**src/rtl/can_irq_pkg.sv**
```systemverilog
package can_irq_pkg;

    localparam int STAT_W   = 8;
    localparam int BIT_RX   = 0;
    localparam int BIT_TX   = 1;
    localparam int BIT_EW   = 2;
    localparam int BIT_OVR  = 3;
    localparam int BIT_PAS  = 5;
    localparam int BIT_ARB  = 6;
    localparam int BIT_BERR = 7;

    localparam logic [STAT_W-1:0] IMPL_MASK =
        STAT_W'((1 << BIT_RX) | (1 << BIT_TX) | (1 << BIT_EW) | (1 << BIT_OVR) |
                (1 << BIT_PAS) | (1 << BIT_ARB) | (1 << BIT_BERR));

    typedef enum logic [0:0] {
        TX_IDLE   = 1'b0,
        TX_ACTIVE = 1'b1
    } tx_state_e;

endpackage

```
**src/rtl/irq_tx_free_fsm.sv**
```systemverilog
module irq_tx_free_fsm
    import can_irq_pkg::*;
(
    input  logic clk,
    input  logic rst_n,
    input  logic tx_start,
    input  logic tx_ack_ok,
    input  logic tx_fail,
    input  logic tx_single_shot,
    input  logic tx_abort,
    output logic tx_free,
    output logic tx_busy
);

    tx_state_e state_q;
    tx_state_e state_d;

    // state register
    always_ff @(posedge clk or negedge rst_n) begin
        if (!rst_n) state_q <= TX_IDLE;
        else        state_q <= state_d;
    end

    // next state: START, ABORT, DONE_OK, DONE_SINGLE, RETRY
    always_comb begin
        state_d = state_q;
        unique case (state_q)
            TX_IDLE: begin
                if (tx_start) state_d = TX_ACTIVE;
            end
            TX_ACTIVE: begin
                if (tx_abort)                       state_d = TX_IDLE;
                else if (tx_ack_ok)                 state_d = TX_IDLE;
                else if (tx_fail && tx_single_shot) state_d = TX_IDLE;
                else                                state_d = TX_ACTIVE;
            end
            default: state_d = TX_IDLE;
        endcase
    end

    // outputs
    always_comb begin
        tx_free = 1'b0;
        tx_busy = 1'b0;
        unique case (state_q)
            TX_IDLE: begin
                tx_free = 1'b0;
                tx_busy = 1'b0;
            end
            TX_ACTIVE: begin
                tx_busy = 1'b1;
                tx_free = tx_abort | tx_ack_ok | (tx_fail & tx_single_shot);
            end
            default: begin
                tx_free = 1'b0;
                tx_busy = 1'b0;
            end
        endcase
    end

endmodule

```
**src/rtl/irq_err_watch.sv**
```systemverilog
module irq_err_watch (
    input  logic clk,
    input  logic rst_n,
    input  logic err_st,
    input  logic bus_off_st,
    output logic err_prev,
    output logic bo_prev,
    output logic ew_set
);

    always_ff @(posedge clk or negedge rst_n) begin
        if (!rst_n) begin
            err_prev <= 1'b0;
            bo_prev  <= 1'b0;
        end else begin
            err_prev <= err_st;
            bo_prev  <= bus_off_st;
        end
    end

    always_comb ew_set = (err_st ^ err_prev) | (bus_off_st ^ bo_prev);

endmodule

```
**src/rtl/irq_status_bank.sv**
```systemverilog
module irq_status_bank
    import can_irq_pkg::*;
(
    input  logic              clk,
    input  logic              rst_n,
    input  logic [STAT_W-1:0] set_vec,
    input  logic              rx_level,
    input  logic              rd_clr,
    output logic [STAT_W-1:0] raw_q
);

    logic [STAT_W-1:0] raw_d;

    for (genvar b = 0; b < STAT_W; b++) begin : g_bit
        if (b == BIT_RX) begin : g_rx
            always_comb raw_d[b] = rx_level;
        end else if (IMPL_MASK[b]) begin : g_evt
            always_comb raw_d[b] = (raw_q[b] & ~rd_clr) | set_vec[b];
        end else begin : g_none
            always_comb raw_d[b] = 1'b0;
        end
    end

    always_ff @(posedge clk or negedge rst_n) begin
        if (!rst_n) raw_q <= '0;
        else        raw_q <= raw_d;
    end

endmodule

```
**src/rtl/can_irq_aggregator.sv**
```systemverilog
module can_irq_aggregator
    import can_irq_pkg::*;
#(
    parameter int CNT_W = 7
) (
    input  logic             clk,
    input  logic             rst_n,
    input  logic [CNT_W-1:0] rx_pending_cnt,
    input  logic             tx_start,
    input  logic             tx_ack_ok,
    input  logic             tx_fail,
    input  logic             tx_single_shot,
    input  logic             tx_abort,
    input  logic             err_st,
    input  logic             bus_off_st,
    input  logic             ev_overrun,
    input  logic             ev_err_passive,
    input  logic             ev_arb_lost,
    input  logic             ev_bus_err,
    input  logic             rd_en,
    output logic [7:0]       rd_data,
    output logic             rd_valid,
    input  logic             ien_wr,
    input  logic [7:0]       ien_wdata,
    output logic             irq
);

    logic              tx_free;
    logic              tx_busy;
    logic              err_prev;
    logic              bo_prev;
    logic              ew_set;
    logic [STAT_W-1:0] set_vec;
    logic [STAT_W-1:0] raw_q;
    logic [STAT_W-1:0] ien_q;
    logic [STAT_W-1:0] rd_data_q;
    logic              rd_valid_q;

    irq_tx_free_fsm u_tx (
        .clk            (clk),
        .rst_n          (rst_n),
        .tx_start       (tx_start),
        .tx_ack_ok      (tx_ack_ok),
        .tx_fail        (tx_fail),
        .tx_single_shot (tx_single_shot),
        .tx_abort       (tx_abort),
        .tx_free        (tx_free),
        .tx_busy        (tx_busy)
    );

    irq_err_watch u_err (
        .clk        (clk),
        .rst_n      (rst_n),
        .err_st     (err_st),
        .bus_off_st (bus_off_st),
        .err_prev   (err_prev),
        .bo_prev    (bo_prev),
        .ew_set     (ew_set)
    );

    always_comb begin
        set_vec           = '0;
        set_vec[BIT_TX]   = tx_free;
        set_vec[BIT_EW]   = ew_set;
        set_vec[BIT_OVR]  = ev_overrun;
        set_vec[BIT_PAS]  = ev_err_passive;
        set_vec[BIT_ARB]  = ev_arb_lost;
        set_vec[BIT_BERR] = ev_bus_err;
    end

    irq_status_bank u_bank (
        .clk      (clk),
        .rst_n    (rst_n),
        .set_vec  (set_vec),
        .rx_level (|rx_pending_cnt),
        .rd_clr   (rd_en),
        .raw_q    (raw_q)
    );

    always_ff @(posedge clk or negedge rst_n) begin
        if (!rst_n) begin
            ien_q      <= IMPL_MASK;
            rd_data_q  <= '0;
            rd_valid_q <= 1'b0;
        end else begin
            if (ien_wr) ien_q <= ien_wdata & IMPL_MASK;
            rd_valid_q <= rd_en;
            if (rd_en) rd_data_q <= raw_q;
        end
    end

    always_comb begin
        rd_data  = rd_data_q;
        rd_valid = rd_valid_q;
        irq      = |(raw_q & ien_q);
    end

endmodule

```
**config.mk**
```make
export PLATFORM = sky130hd
export DESIGN_NAME = can_irq_aggregator
export DESIGN_NICKNAME = d
export VERILOG_FILES = /design/src/rtl/can_irq_pkg.sv /design/src/rtl/irq_tx_free_fsm.sv /design/src/rtl/irq_err_watch.sv /design/src/rtl/irq_status_bank.sv /design/src/rtl/can_irq_aggregator.sv
export SDC_FILE = /design/constraint.sdc
export NUM_CORES = 1
export LEC_CHECK = 0
export ABC_AREA = 0
export BUFFER_PORTS_ARGS = -buffer_cell sky130_fd_sc_hd__buf_4
export CORE_ASPECT_RATIO = 0.6
export CORE_MARGIN = 2
export CORE_UTILIZATION = 48
export CTS_BUF_LIST = sky130_fd_sc_hd__clkbuf_8
export CTS_CLUSTER_SIZE = 14
export DETAILED_ROUTE_END_ITERATION = 7
export PLACE_DENSITY = 0.83
export SLEW_MARGIN = 20
export SYNTH_ARGS = -nofsm -noshare
export SYNTH_HDL_FRONTEND = slang
export SYNTH_HIERARCHICAL = 1
export SYNTH_SLANG_ARGS = --single-unit
```
**constraint.sdc**
```tcl
create_clock -name clk -period 1.8 [get_ports clk]
set_input_delay 0.27 -clock clk [delete_from_list [all_inputs] [get_ports clk]]
set_output_delay 0.27 -clock clk [all_outputs]
set_load 0.01 [all_outputs]
```
[After elaboration in Yosys (flattened, before gate mapping)]
Cells that the tools add are included.
Word-level totals
  word-level logic and storage cells: 37
  output and inout port bits: 10
  bits of input ports: 30
  register bits after elaboration: 25
Operators by class
  reductions and logical operators: 3
  bitwise logic cells: 21
  mux-type cells: 6
Operators by type and width (number)
  $or 1x1->1: 9
  $and 8x8->8: 1
  $reduce_or 8->1: 1
  $and 1x1->1: 7
  $reduce_or 7->1: 1
  $mux 1: 4
  $pmux 1 s2: 2
  $not 1->1: 2
  $xor 1x1->1: 2
  $logic_and 1x1->1: 1

[Depth between registers and ports, before layout]
Gate-level depths: netlist of the first run.
  depth in word-level cells: 5
  gate-level depth with buffers: 3
  mapped depth without buffers: 3

[Cells and area by module]
Netlist of the first run, hierarchy kept.
Modules (own cells, without submodules)
  can_irq_aggregator: cells an instance 41, times used 1, area an instance 705.7 µm², sequential area each 409.1 µm²
  irq_status_bank: cells an instance 16, times used 1, area an instance 235.2 µm², sequential area each 175.2 µm²
  irq_err_watch: cells an instance 5, times used 1, area an instance 71.3 µm², sequential area each 50.0 µm²
  irq_tx_free_fsm: cells an instance 4, times used 1, area an instance 58.8 µm², sequential area each 25.0 µm²

[Worst setup path before layout of the first run]
Ideal clock, no wire load.
  path kind: register -> output
  start: register u_bank.raw_q[5]
  end: output irq
  setup slack: 688 ps
  data required time: 1530 ps
  stages on the path, launching flop included: 3
  data arrival time: 842 ps
  path buffers: 0
  path through: dfrtp_1 -> a222oi_1 -> nand3_1
Between the ends
  cells in the longest elaborated chain, start to end: 2
Ends and longest elaborated chain
  start, declared: line irq_status_bank.sv:9  | output logic [STAT_W-1:0] raw_q
  start signal, assigned: line irq_status_bank.sv:26  | else raw_q <= raw_d;
  $and 8x8->8: line can_irq_aggregator.sv:95  | irq = |(raw_q & ien_q);
  $reduce_or 8->1: line can_irq_aggregator.sv:95
  end, declared: line can_irq_aggregator.sv:25  | output logic irq
No other way between the ends.

[Final worst setup path of the first run]
Ends and elaborated chain as after synthesis.

==> metrics, run 1 <==
dpl ws 504 ps; WL/cell 13.3 um; Avg Cell Area, Syn ~16 um2; clk_skew around 4.5 ps; total power 1.37 mW; final hold vios 0; drt drc 0; Resized Gates After CTS 0; RSZ-0062 raised after global routing no; crit path cell chain a222oi_1 -> nand3_1 -> buf_4; Worst path max stage delay 400 ps; Vias/cell 4.80; Final Util 67.6%; number of detailed-route iterations in the first pass 4; Vert. Die Dim 40.5 um; I/O Pins 40; FP Rows 13; Num CTS Buffers 3; Initial Util 50.1%; I/O Buffers 38; antenna violations before repair 0; hold crit path type primary input to flop; vias in the first global route 614; fmax 628 MHz; clk root buf clkbuf_8; post-route ant nets 0; die footprint 2630 um2; H-tree levels 1; Tmin final ~1600 ps; clock insertion delay at the later pin of the skew report 270 ps; Die X 64.9 um; critical setup path kind flop to output port; Post-Synthesis Cells 65; maxcap violations 0; max-slew violations 0; Via Count ~650; final WL 1800 um; placed wire-length estimate 1350 um; Finish-stage setup viols 0; final period utilization a little under 90%; Antenna Cells 0; worst-case clock buffer depth 2; kind of end point of the critical path output port; Placed Cells 130; Buf/Inv on CP 1; placed instance area 1360 um2; Worst Path Arrival 1320 ps; Worst Path Required 1530 ps; status completed; GPL Wtd Cong 0.712; Post-Syn Area 1070 um2; gr ovfl total 0; layout overhead on the synthesized area 35.1%; layout cells sized above 1 63.8%; clock sinks 26; CP Launch Type flop; global-route usage over all layers 15.1%; Pleak 0.691 nW; clock transition at the registers of the reported paths 90 ps; yosys warns 6; non-filler cells, final 135; worst vdd ir slightly below 0.0006 V; Critical-path top delay cell dfrtp_1; Initial DRC Count 5; cts hold-fix bufs 1; largest net degree at the start of global routing 27; Layout Nets between 100 and 150; CP max FO 3; first-pass GRT wire length 2790 um; pwr/cell area 951 nW/um2; core region area 2130 um2; Top Family by Delay on Critical Path flip-flops; Setup Buffers After CTS 0; Finished Cell Area 1440 um2; worst setup margin 206 ps; setup TNS 0 ps; CTS tree done; Hold Slack roughly 110 ps; syn_nets 95
## cell type report
| cell class | instances | area (um2) |
|---|---|---|
| fill | 164 | 689 |
| sequential | 26 | 659 |
| multi-input combinational | 35 | 374 |
| timing repair buffer | 39 | 295 |
| clock buffer | 3 | 41.3 |
| tap | 30 | 37.5 |
| clock inverter | 1 | 30.0 |
| inverter | 1 | 3.75 |
## flip-flops by register name, summed over array words and instances (netlist names)
register / cells
u_err/err_prev: 1
u_err/bo_prev: 1
rd_valid: 1
u_tx/state_q: 1
ien_q: 7
rd_data: 8
u_bank/raw_q: 7
## worst paths after layout
| kind | startpoint | endpoint | slack, ps | depth (start not counted) |
|---|---|---|---|---|
| setup / recovery | u_bank/raw_q[5]$_DFF_PN0_ | irq | 210 | 3 |
| hold / removal | bus_off_st | u_err/bo_prev$_DFF_PN0_ | 110 | 1 |
| setup reg to reg | u_err/err_prev$_DFF_PN0_ | u_bank/raw_q[2]$_DFF_PN0_ | 940 | 3 |
| hold reg to reg | u_bank/raw_q[0]$_DFF_PN0_ | rd_data[0]$_DFFE_PN0P_ | 510 | 1 |
| max in group asynchronous | rst_n | ien_q[0]$_DFFE_PN1P_ | 1080 | 2 |
| min in group asynchronous | rst_n | u_err/bo_prev$_DFF_PN0_ | 430 | 2 |
## routing by layer
layer | track usage (%) | vias up | wire (um)
li1 | - | 306 | -
met1 | 19.2 | 309 | 816
met2 | 25.0 | 31 | 796
met3 | 6.18 | 2 | 169
met4 | 3.19 | 0 | 16
met5 | 0 | - | 0
## layout by cell type (no fill, tap or decap)
cell type / n
buf_4: 38
dfrtp_1: 19
mux2_4: 16
dfstp_2: 7
a21o_1: 6
clkbuf_8: 3
nand2_1: 2
a22oi_1: 2
xnor2_1: 2
nor4_1: 1
nor3_1: 1
a222oi_1: 1
nand3_1: 1
bufinv_16: 1
dlygate4sd3_1: 1
inv_2: 1
conb_1: 1
a211oi_2: 1
nor2b_1: 1
## power breakdown
| part | internal [mW] | total [mW] | switching (mW) | leakage (nW) |
|---|---|---|---|---|
| registers | 0.648 | 0.681 | 0.0332 | 0.279 |
| logic | 0.138 | 0.208 | 0.0695 | 0.376 |
| clock network | 0.298 | 0.482 | 0.185 | 0.0357 |
| total | 1.08 | 1.37 | 0.287 | 0.691 |
Power figures use the tool's default switching activity.
==> run 2: changes to the inputs <==
--- a/config.mk
+++ b/config.mk
@@ -14,6 +14,8 @@
 export CTS_CLUSTER_SIZE = 14
 export DETAILED_ROUTE_END_ITERATION = 7
 export PLACE_DENSITY = 0.83
+export SETUP_SLACK_MARGIN = 0.5
+export SKIP_CTS_REPAIR_TIMING = 1
 export SLEW_MARGIN = 20
 export SYNTH_ARGS = -nofsm -noshare
 export SYNTH_HDL_FRONTEND = slang
==> run 2 against run 1 <==
Effect of this change: clock power about the same; combinational power rose by 2%; non-clock buffer count increased by 2; global-route usage unchanged; largest cell class unchanged; power grew 0.41%; sequential share of layout area down 0.47 points.
==> metrics, run 2 (synthesized netlist as in run 1, its figures left out) <==
status completed; RSZ-0062 raised after global routing yes; number of detailed-route iterations in the first pass 4 (unchanged); placed instance area 1360 um2 (unchanged); final period utilization 88.6% (+0.091 points); Antenna Cells 0 (unchanged); core region area 2130 um2 (unchanged); GPL Wtd Cong 0.712 (unchanged); Layout Nets 138 (+1.5%); Placed Cells 130 (unchanged); max-slew violations 0 (unchanged); Die X 64.9 um (unchanged); Finished Cell Area 1460 um2 (+1.0%); first-pass GRT wire length 2790 um (unchanged); Critical-path top delay cell dfrtp_1; CP Launch Type flop; Worst Path Required 1530 ps (about the same); Vias/cell 4.79 (-0.24%); setup TNS 0 ps (unchanged); antenna violations before repair 0 (unchanged); Worst Hold End u_err/bo_prev$_DFF_PN0_; Crit Reg-Reg Endpoint rd_data[5]$_DFFE_PN0P_; worst-case clock buffer depth 2 (unchanged); vias in the first global route 614 (unchanged); I/O Buffers 38 (unchanged); Worst R2R Path Depth 2 (-1); Initial Util 50.1% (unchanged); Finish-stage setup viols 0 (unchanged); largest net degree at the start of global routing 27 (unchanged); CTS tree done; worst setup margin 205 ps (-1.64 ps); hold path cells 1 (unchanged); Worst path max stage delay 410 ps (about the same); clock insertion delay at the later pin of the skew report 270 ps (about the same); layout cells sized above 1 64.5% (+0.68 points); gr ovfl total 0 (unchanged); R2R Path Start u_bank/raw_q[5]$_DFF_PN0_; clock sinks 26 (unchanged); final WL 1830 um (+1.7%); clk_skew 4.48 ps (-0.0554 ps); most common cell after layout, fill and taps aside buf_4; kind of end point of the critical path output port; pwr/cell area 945 nW/um2 (-0.62%); Initial DRC Count 11 (+6); drt drc 0 (unchanged); CP max FO 3 (unchanged); dpl ws 504 ps (unchanged); worst vdd ir 0.000583 V (about the same); Worst Path Arrival 1330 ps (about the same); critical setup path kind flop to output port; global-route usage over all layers 15.1% (unchanged); max reg flops 8 (unchanged); clk root buf clkbuf_8; clock transition at the registers of the reported paths 90 ps (about the same); I/O Pins 40 (unchanged); non-filler cells, final 137 (+1.5%); maxcap violations 0 (unchanged); Via Count 656 (+1.2%); fmax 627 MHz (-0.10%); Vert. Die Dim 40.5 um (unchanged); Final Util 68.4% (+0.70 points); Tmin final 1600 ps (+1.64 ps); final hold vios 0 (unchanged); placed wire-length estimate 1350 um (unchanged); FP Rows 13 (unchanged); Num CTS Buffers 3 (unchanged); post-route ant nets 0 (unchanged); H-tree levels 1 (unchanged); R2R Setup Slk 930 ps (about the same); layout overhead on the synthesized area 36.5%; Pleak 0.700 nW (+1.3%); Fill cells 164 (unchanged); hold crit path type primary input to flop; min-delay src bus_off_st; die footprint 2630 um2 (unchanged); commonest cells after routing, fill and taps aside buf_4 (40), dfrtp_1 (19), mux2_4 (16), dfstp_2 (7), a21o_1 (6); crit path cell chain a222oi_1 -> nand3_1 -> buf_4; WL/cell 13.3 um (+0.18%)
==> run 2: cell count changes in the layout (fill, tap and decap cells not counted), sizes merged <==
cell / change
buf: +2
==> run 2: cell type report <==
type	count	area, um2	area share [%]
timing repair buffer	41	310	21.3
tap	30	37.5	2.58
sequential	26	659	45.3
clock buffer	3	41.3	2.84
clock inverter	1	30.0	2.06
inverter	1	3.75	0.258
multi-input combinational	35	374	25.7
==> run 2: metal layers <==
layer	global-route usage (%)	routed length (um)	vias to the layer above
li1	-	-	312
met1	19.2	849	313
met2	25.0	804	29
met3	6.18	157	2
met4	3.19	16	0
met5	0	0	-
==> run 2: worst max path at each step <==
stage | start | cells past startpoint | slack [ps] | to
after floorplan | u_bank/raw_q[5]$_DFF_PN0_ | 2 | 690 | irq
after global placement | u_bank/raw_q[5]$_DFF_PN0_ | 3 | 510 | irq
after detailed placement | u_bank/raw_q[5]$_DFF_PN0_ | 3 | 500 | irq
after CTS | u_bank/raw_q[5]$_DFF_PN0_ | 3 | 190 | irq
after global routing | u_bank/raw_q[6]$_DFF_PN0_ | 3 | 130 | irq
final | u_bank/raw_q[6]$_DFF_PN0_ | 3 | 200 | irq
==> run 2: power by group <==
part           total (mW)  internal, mW  switching, mW
registers           0.681         0.648         0.0333
logic               0.213         0.142         0.0711
clock network       0.483         0.298          0.185
==> run 2: metrics by stage <==
| step | total power, mW | hold WS (ps) |
|---|---|---|
| after global routing | 1.43 | 103 |
| final | 1.38 | 111 |
| after detailed placement | 0.901 | 190 |
| after global placement | 0.894 | 185 |
| after floorplan | 0.794 | -25.6 |
| after CTS | 1.39 | -116 |
==> run 2: critical path: cells and delay by family (launching register included) <==
kind	cells	cell delay, ps
AOI/OAI and AO/OA	1	360
and+or+nand+nor	1	130
DFF	1	410
buffers and inverters	1	160
